<file path="src/rtl/alt_pkg.sv">
package alt_pkg;
   typedef enum logic [3:0] {
      ST_IDLE,
      ST_RD_T,
      ST_RD_A,
      ST_CLR_A,
      ST_SET_T,
      ST_CHK_T,
      ST_CHK_A,
      ST_RST_A,
      ST_RST_T
   } alt_state_e;
endpackage

</file>
<file path="src/rtl/alt_addr_gen.sv">
module alt_addr_gen #(
   parameter int AW        = 8,
   parameter int DUAL_BASE = 1,
   parameter int SW        = 4,
   parameter int BW        = 3
) (
   input  logic [SW-1:0] step,
   output logic [AW-1:0] tgt,
   output logic [AW-1:0] alias_addr,
   output logic [BW-1:0] bit_idx
);
   logic          base_ones;
   logic [AW-1:0] onehot;

   // parameter picks how a step index splits into bit and base
   if (DUAL_BASE != 0) begin : g_dual
      assign bit_idx   = step[SW-1:1];
      assign base_ones = step[0];
   end else begin : g_single
      assign bit_idx   = step;
      assign base_ones = 1'b0;
   end

   for (genvar i = 0; i < AW; i++) begin : g_mask
      assign onehot[i] = (bit_idx == BW'(i));
   end

   assign tgt        = base_ones ? {AW{1'b1}} : onehot;
   assign alias_addr = base_ones ? ~onehot    : {AW{1'b0}};
endmodule

</file>
<file path="src/rtl/alt_verdict.sv">
module alt_verdict
   import alt_pkg::*;
#(
   parameter int DW = 8
) (
   input  logic          clk,
   input  logic          rst_n,
   input  alt_state_e    state,
   input  logic          clr,
   input  logic [DW-1:0] rdata,
   output logic [DW-1:0] save_t,
   output logic [DW-1:0] save_a,
   output logic          err
);
   logic bad_t;

   always_ff @(posedge clk) begin
      if (!rst_n) begin
         save_t <= '0;
         save_a <= '0;
         bad_t  <= 1'b0;
         err    <= 1'b0;
      end else begin
         if (clr) err <= 1'b0;
         unique case (state)
            ST_RD_A:  save_t <= rdata;  // target read issued one cycle earlier
            ST_CLR_A: save_a <= rdata;
            ST_CHK_A: bad_t  <= (rdata != {DW{1'b1}});
            ST_RST_A: if (bad_t || rdata != {DW{1'b0}}) err <= 1'b1;
            default: ;
         endcase
      end
   end

   AST_ERR_STICKY: assert property (@(posedge clk) disable iff (!rst_n)
      (err && !clr) |=> err);
endmodule

</file>
<file path="src/rtl/alt_ctrl.sv">
module alt_ctrl
   import alt_pkg::*;
#(
   parameter int AW        = 8,
   parameter int DUAL_BASE = 1,
   parameter int SW        = 4,
   parameter int BW        = 3
) (
   input  logic          clk,
   input  logic          rst_n,
   input  logic          start,
   input  logic          err,
   input  logic [BW-1:0] cur_bit,
   output alt_state_e    state,
   output logic [SW-1:0] step,
   output logic          launch,
   output logic          done,
   output logic          fail,
   output logic [BW-1:0] fail_bit
);
   localparam int NSTEP = (DUAL_BASE != 0) ? 2 * AW : AW;
   localparam logic [SW-1:0] LAST = SW'(NSTEP - 1);

   assign launch = (state == ST_IDLE) && start;

   always_ff @(posedge clk) begin
      if (!rst_n) begin
         state    <= ST_IDLE;
         step     <= '0;
         done     <= 1'b0;
         fail     <= 1'b0;
         fail_bit <= '0;
      end else begin
         unique case (state)
            ST_IDLE: if (start) begin
               state    <= ST_RD_T;
               step     <= '0;
               done     <= 1'b0;
               fail     <= 1'b0;
               fail_bit <= '0;
            end
            ST_RD_T:  state <= ST_RD_A;
            ST_RD_A:  state <= ST_CLR_A;
            ST_CLR_A: state <= ST_SET_T;
            ST_SET_T: state <= ST_CHK_T;
            ST_CHK_T: state <= ST_CHK_A;
            ST_CHK_A: state <= ST_RST_A;
            ST_RST_A: state <= ST_RST_T;
            ST_RST_T: begin
               if (err || step == LAST) begin
                  state    <= ST_IDLE;
                  done     <= 1'b1;
                  fail     <= err;
                  fail_bit <= err ? cur_bit : '0;
               end else begin
                  state <= ST_RD_T;
                  step  <= step + 1'b1;
               end
            end
            default: state <= ST_IDLE;
         endcase
      end
   end

   AST_STEP_ADVANCE: assert property (@(posedge clk) disable iff (!rst_n)
      (state == ST_RST_T && !err && step != LAST)
      |=> (state == ST_RD_T && step == SW'($past(step) + 1'b1)));
   AST_DONE_HOLD: assert property (@(posedge clk) disable iff (!rst_n)
      (done && !start) |=> (done && $stable(fail) && $stable(fail_bit)));
endmodule

</file>
<file path="src/rtl/alias_line_tester.sv">
module alias_line_tester
   import alt_pkg::*;
#(
   parameter int AW        = 8,
   parameter int DW        = 8,
   parameter int DUAL_BASE = 1
) (
   input  logic                  clk,
   input  logic                  rst_n,
   input  logic                  start,
   output logic [AW-1:0]         ram_addr,
   output logic                  ram_we,
   output logic [DW-1:0]         ram_wdata,
   input  logic [DW-1:0]         ram_rdata,
   output logic                  done,
   output logic                  fail,
   output logic [$clog2(AW)-1:0] fail_bit
);
   localparam int BW    = $clog2(AW);
   localparam int NSTEP = (DUAL_BASE != 0) ? 2 * AW : AW;
   localparam int SW    = $clog2(NSTEP);

   if (AW < 2) begin : g_chk_aw
      $error("alias_line_tester: AW must be at least 2");
   end
   if (DW < 1) begin : g_chk_dw
      $error("alias_line_tester: DW must be at least 1");
   end
   if (DUAL_BASE != 0 && DUAL_BASE != 1) begin : g_chk_db
      $error("alias_line_tester: DUAL_BASE must be 0 or 1");
   end

   alt_state_e    state;
   logic [SW-1:0] step;
   logic [AW-1:0] tgt, alias_addr;
   logic [BW-1:0] bit_idx;
   logic [DW-1:0] save_t, save_a;
   logic          err, launch;

   alt_addr_gen #(.AW(AW), .DUAL_BASE(DUAL_BASE), .SW(SW), .BW(BW)) u_gen (
      .step(step), .tgt(tgt), .alias_addr(alias_addr), .bit_idx(bit_idx));

   alt_ctrl #(.AW(AW), .DUAL_BASE(DUAL_BASE), .SW(SW), .BW(BW)) u_ctrl (
      .clk(clk), .rst_n(rst_n), .start(start), .err(err), .cur_bit(bit_idx),
      .state(state), .step(step), .launch(launch),
      .done(done), .fail(fail), .fail_bit(fail_bit));

   alt_verdict #(.DW(DW)) u_verdict (
      .clk(clk), .rst_n(rst_n), .state(state), .clr(launch),
      .rdata(ram_rdata), .save_t(save_t), .save_a(save_a), .err(err));

   always_comb begin
      ram_addr  = '0;
      ram_we    = 1'b0;
      ram_wdata = '0;
      unique case (state)
         ST_RD_T, ST_CHK_T: ram_addr = tgt;
         ST_RD_A, ST_CHK_A: ram_addr = alias_addr;
         ST_CLR_A: begin ram_addr = alias_addr; ram_we = 1'b1; end
         ST_SET_T: begin ram_addr = tgt; ram_we = 1'b1; ram_wdata = {DW{1'b1}}; end
         ST_RST_A: begin ram_addr = alias_addr; ram_we = 1'b1; ram_wdata = save_a; end
         ST_RST_T: begin ram_addr = tgt; ram_we = 1'b1; ram_wdata = save_t; end
         default: ;
      endcase
   end

   AST_DONE_QUIET: assert property (@(posedge clk) disable iff (!rst_n)
      done |-> !ram_we);
   AST_FAIL_WITH_DONE: assert property (@(posedge clk) disable iff (!rst_n)
      fail |-> done);
   AST_PASS_BIT_ZERO: assert property (@(posedge clk) disable iff (!rst_n)
      (done && !fail) |-> (fail_bit == '0));
   AST_WRITE_PAIR: assert property (@(posedge clk) disable iff (!rst_n)
      ram_we |-> (ram_addr == tgt || ram_addr == alias_addr));
endmodule

</file>
<file path="config.mk">
export PLATFORM = sky130hd
export DESIGN_NAME = alias_line_tester
export DESIGN_NICKNAME = d
export VERILOG_FILES = /design/src/rtl/alt_pkg.sv /design/src/rtl/alt_addr_gen.sv /design/src/rtl/alt_verdict.sv /design/src/rtl/alt_ctrl.sv /design/src/rtl/alias_line_tester.sv
export SDC_FILE = /design/constraint.sdc
export NUM_CORES = 1
export LEC_CHECK = 0
export ABC_AREA = 1
export BUFFER_PORTS_ARGS = -buffer_cell sky130_fd_sc_hd__buf_2
export CORE_MARGIN = 2
export CORE_UTILIZATION = 55
export DETAILED_ROUTE_END_ITERATION = 10
export GPL_ROUTABILITY_DRIVEN = 0
export PLACE_DENSITY = 0.8
export SLEW_MARGIN = 0
export SYNTH_ARGS = -nofsm -noshare
export SYNTH_HDL_FRONTEND = slang
export SYNTH_SLANG_ARGS = --single-unit
</file>
<file path="constraint.sdc">
create_clock -name clk -period 1.4 [get_ports clk]
set_input_delay 0.07 -clock clk [delete_from_list [all_inputs] [get_ports clk]]
set_output_delay 0.07 -clock clk [all_outputs]
set_load 0.1 [all_outputs]
</file>
Word-level counts from Yosys, hierarchy flattened
Index checks and enable logic that the tools add are counted.
Widths: inputs -> output; s select.
{"block": "word_totals", "reg_bits": 31, "latchBits": 0, "ram_bits": 0, "rom_bits": 0, "inputBits": 11, "output_inout_bits": 22, "wordCells": 66, "memories": 0}
{"block": "op_classes", "n_addsub": 1, "mul": 0, "div_mod_pow": 0, "n_lt_le_gt_ge": 0, "n_eq_ne": 20, "n_shift": 0, "mux": 23, "bitwise_logic": 1, "reduce_logical": 12}
{"cell": "$pmux 4 s9", "count": 1}
{"cell": "$pmux 8 s3", "count": 1}
{"cell": "$eq 4x3->1 const B", "count": 4}
{"cell": "$mux 8", "count": 2}
{"cell": "$pmux 8 s2", "count": 1}
{"cell": "$eq 3x3->1 const B", "count": 4}
{"cell": "$mux 4", "count": 3}
{"cell": "$reduce_or 4->1", "count": 3}
{"cell": "$mux 3", "count": 3}
{"cell": "$eq 4x2->1 const B", "count": 2}
{"cell": "$eq 4x4->1 const B", "count": 2}
{"cell": "$mux 1", "count": 8}
{"cell": "$ne 8x8->1 const B", "count": 1}
{"cell": "$not 8->8", "count": 1}
{"cell": "$pmux 4 s2", "count": 1}
{"cell": "$reduce_bool 8->1", "count": 1}
{"cell": "$eq 3x2->1 const B", "count": 2}
{"cell": "$pmux 3 s2", "count": 1}
{"cell": "$reduce_and 3->1", "count": 2}
{"cell": "$add 4x1->4 const B", "count": 1}
{"cell": "$eq 4x1->1 const B", "count": 1}
{"cell": "$logic_not 4->1", "count": 1}
{"cell": "$ne 2x2->1 const B", "count": 2}
{"cell": "$pmux 1 s2", "count": 2}
{"cell": "6 further kinds", "count": 7}

Depth between registers and ports, before layout
{"block": "logic_depth", "word_depth": 5, "depth_mapped": 8, "mapped_depth_nobuf": 8}

By module
From an unflattened synthesis, not the netlist that was laid out.
{"block": "unflattened", "hier_cells": 284, "hier_area_um2": 1909.3}
{"module": "alt_verdict", "n_inst": 1, "cells_each": 93, "area_per_inst_um2": 745.7, "seq_area_each_um2": 360.3}
{"module": "alt_ctrl", "n_inst": 1, "cells_each": 89, "area_per_inst_um2": 670.6, "seq_area_each_um2": 260.2}
{"module": "alias_line_tester", "n_inst": 1, "cells_each": 65, "area_per_inst_um2": 325.3, "seq_area_each_um2": 0.0}
{"module": "alt_addr_gen", "n_inst": 1, "cells_each": 37, "area_per_inst_um2": 167.7, "seq_area_each_um2": 0.0}

Worst setup path before layout
OpenSTA, ideal clock, no wires.
{"block": "synth_path", "kind": "reg2out", "from": "register u_ctrl.state[2]", "to": "output port ram_addr[3]", "arrival_ns": 2.404, "required_ns": 1.330, "path_slack_ns": -1.074, "stages_incl_launch_ff": 7, "n_path_buf": 0, "cell_sequence": "dfxtp_1 > inv_4 > nor2_4 > nand2_4 > nand2_2 > nor2_4 > a22oi_1"}
{"block": "synth_between", "elab_chain_cells": 3, "word_cells_on_any_way": 11, "classes_between": "8 x eq/ne; 1 x mux; 2 x reduce/logical"}
{"item": "from (decl)", "line_no": "alt_ctrl.sv:14", "source": "output alt_state_e state,"}
{"item": "from (signal assigned)", "line_no": "alt_ctrl.sv:28", "source": "state <= ST_IDLE;"}
{"item": "from (signal assigned)", "line_no": "alt_ctrl.sv:36", "source": "state <= ST_RD_T;"}
{"item": "from (signal assigned)", "line_no": "alt_ctrl.sv:42", "source": "ST_RD_T: state <= ST_RD_A;"}
{"item": "$eq 4x1->1, or another cell as far along", "line_no": "alias_line_tester.sv:56", "source": "unique case (state)"}
{"item": "$reduce_or 4->1 (no source line)"}
{"item": "$pmux 8 s2 *", "line_no": "alias_line_tester.sv:56"}
{"item": "to (decl)", "line_no": "alias_line_tester.sv:11", "source": "output logic [AW-1:0] ram_addr,"}
Mark *: on every way between the ends. The rest lies on a longest branch, timed or not.

Final worst setup path
{"block": "layout_path", "from": "register u_ctrl.state[1]", "to": "output port ram_addr[5]"}
The elaborated chain is that of the path after synthesis.

==> flow_metrics.tcl <==
set metrics [dict create \
    status "finished, violations left" \
    violations "negative setup slack" \
    drive_gt1_share_pct 47.7 \
    n_fill_cell 162 \
    numPlacedInstances 318 \
    grt_pass1_wl_mm 7.35 \
    htree_levels 2 \
    yosys.area.top_type "dfxtp_1" \
    clock_path_buffers 2 \
    layoutNonFillerInstCount 342 \
    dieArea_mm2 0.00371 \
    vias 1915 \
    track_usage_pct 27.2 \
    pin_count 33 \
    wl_met1_mm 2.15 \
    critPathMaxStageDelay_ps 390 \
    grt_overflow 0 \
    worst_slack_ps -314 \
    yosysUniqueCellTypes 31 \
    cap_violations 0 \
    rows 20 \
    synth.top_cells.by_area "dfxtp_1, nand2_1, nor2_1" \
    power_leakage_nw 1.17 \
    grt_pass1_vias 1635 \
    port_buffers 32 \
    syn_avg_cell_area_um2 7.38 \
    final_hold_viol_count 0 \
    antenna_found_initial 0 \
    ys_seq_area_share_pct 34.9 \
    synth_seq_cells 31 \
    worstSetupStartpointType "register" \
    cpMostUsedCell "nor2_4" \
    holdPathStages 3 \
    wl_mm 5.43 \
    top_layer "met4" \
    path_cells "nor2_4 -> nand3_4 -> nand2_4 -> nor2_4 -> a22oi_2 -> buf_12" \
    fin_nets 309 \
    drv_slew 0 \
    register_area_um2 642 \
    hold_slack_ps 11.7 \
    skew_ps 17.2 \
    die_w_um 60.9 \
    synth.net_count 253 \
    wl_met2_mm 2.81 \
    cts-root-buf "clkbuf_4" \
    end_kind "output pin" \
    finalSetupViolations 23 \
    path_class "register to output pin" \
    rsz0062_at_grt "true" \
    multi_input_area_mm2 0.00112 \
    cp.required_ps 1330 \
    hold_path.class "input port to register" \
    wl_per_cell_um 15.9 \
    core-area_mm2 0.00305 \
    antenna_cells 0 \
    fmax_mhz 583 \
    die_h_um 60.9 \
    ctsHoldBuffers 0 \
    drt_first_pass_iters 4 \
    fin_crit_ps 1710 \
    drt_iter0_drc 115 \
    hpwlAfterDp_mm 3.14 \
    synth_top_area_share_pct 34.9 \
    wl_met3_um 260 \
    synthCells 241 \
    relSlewSlack_pct 68.0 \
    synth_area_mm2 0.00178 \
    ys.warnings.count 0 \
    tightest_slew_ps 484 \
    cts_tree "done" \
    crit_fanout 8 \
    clock_sinks 31 \
    route.detailed.drc 0 \
    cp.arrival_ps 1640 \
    cts_made_buffers 5 \
    area_delta_synth_final_pct 48.5 \
    drt-vias-per-instance 5.60 \
    clk_latency_ps 350 \
    place_ws_ps 39.2 \
    p_per_area_mw_per_mm2 826 \
    post-route-period-util_pct 122 \
    grt_max_degree 19 \
    initial_utilization_pct 58.3 \
    slowest_stage "dfxtp_4" \
    path_clk_slew_ps 100 \
    ff2ff_path_depth 8 \
    ir_drop_mv 0.895 \
    postRouteAntennaNets 0 \
]
sequential cells by signal, indices dropped and copies added (netlist names):
| name | count |
|---|---|
| u_verdict.bad_t | 1 |
| u_verdict.save_t | 8 |
| u_ctrl.step | 4 |
| u_verdict.save_a | 8 |
| u_ctrl.done | 1 |
| u_ctrl.fail | 1 |
| u_verdict.err | 1 |
| u_ctrl.fail_bit | 3 |
| u_ctrl.state | 4 |
worst max-delay path: cells and delay by family, from the launching register on:
kind            cells  cell delay [ps]
simple gates        4              480
buf+inv             1              200
compound gates      1              220
flops               1              390
Yosys cell counts, drive strengths merged:
cell	n
a22oi	8
nor2	35
clkbuf	1
buf	9
clkinv	1
nand2	60
nand4	3
nand3	19
dfxtp	31
ha	1
nor3	5
nor4	2
o21ai	20
o211ai	1
a21oi	19
inv	26
layout by cell type, fill, tap and decap left out, types with 2 or more instances in the layout:
cell type  netlist  routed
a21oi_1         12      11
a21oi_2          7       8
a22oi_2          7       8
buf_12           0      18
buf_2            4      15
buf_4            1      21
buf_6            3       5
clkbuf_1         1       2
clkbuf_4         0       5
dfxtp_1         31      24
dfxtp_2          0       2
dfxtp_4          0       5
inv_1           18      18
inv_2            7       4
inv_4            1       3
nand2_1         47      44
nand2_2          9       7
nand2_4          4       8
nand3_1         15       6
nand3_2          2       9
nand3_4          2       4
nand4_1          3       3
nor2_1          27      26
nor2_2           3       3
nor2_4           5       6
nor3_1           5       2
nor3_2           0       3
nor4_1           2       2
o21ai_0         14      12
o21ai_1          4       4
o21ai_2          2       4
final timing paths:
path                                    startpoint             endpoint  slack (ps)
worst min-delay path                         rst_n  u_verdict.save_t[2]          10
worst max-delay path               u_ctrl.state[1]          ram_addr[5]        -310
worst min register to register  u_ctrl.fail_bit[0]   u_ctrl.fail_bit[0]         470
worst max register to register     u_ctrl.state[3]  u_verdict.save_t[7]         -20
per-layer routing:
layer	vias to the layer above	track usage [%]
met5	-	0
met4	0	9.94
met3	23	7.46
met2	86	45.5
met1	903	33.4
li1	903	-
stage by stage:
stage / util, % / power (mW) / instance area (um2) / setup TNS [ps]
floorplan: - / 1.38 / 1800 / -4920
global placement: 75.1 / 1.52 / 2290 / 0
CTS: 81.1 / 2.03 / 2470 / -3150
finish: 86.6 / 2.18 / 2640 / -4370
global route: 86.6 / 2.27 / 2640 / -5400
detailed placement: 75.1 / 1.53 / 2290 / 0
power breakdown:
group          internal (mW)  total (mW)  switching [mW]
clock                  0.195       0.505           0.310
sequential             0.927       0.974          0.0463
combinational          0.254       0.705           0.451
final cells by class:
cell class / instances / share of cell area, %
Timing Repair Buffer: 59 / 24.6
Clock buffer: 7 / 1.70
Inverter: 27 / 4.59
Clock inverter: 1 / 0.189
Multi-Input combinational cell: 173 / 42.6
Sequential cell: 31 / 24.3
Tap cell: 44 / 2.08
cell families after synthesis:
family          Yosys count  synth area share [%]
compound gates           48                  18.6
fa+ha+maj                 1                 0.703
buf+inv                  37                  9.77
flops                    31                  34.9
simple gates            124                  36.0
repair_timing:
item | CTS | global route
endpoints found under the setup margin | 17 | 30
buffers inserted | 8 | 8
pin swaps | 11 | 9
gates resized for setup | 19 | 30
(Power assumes the default switching activity.)
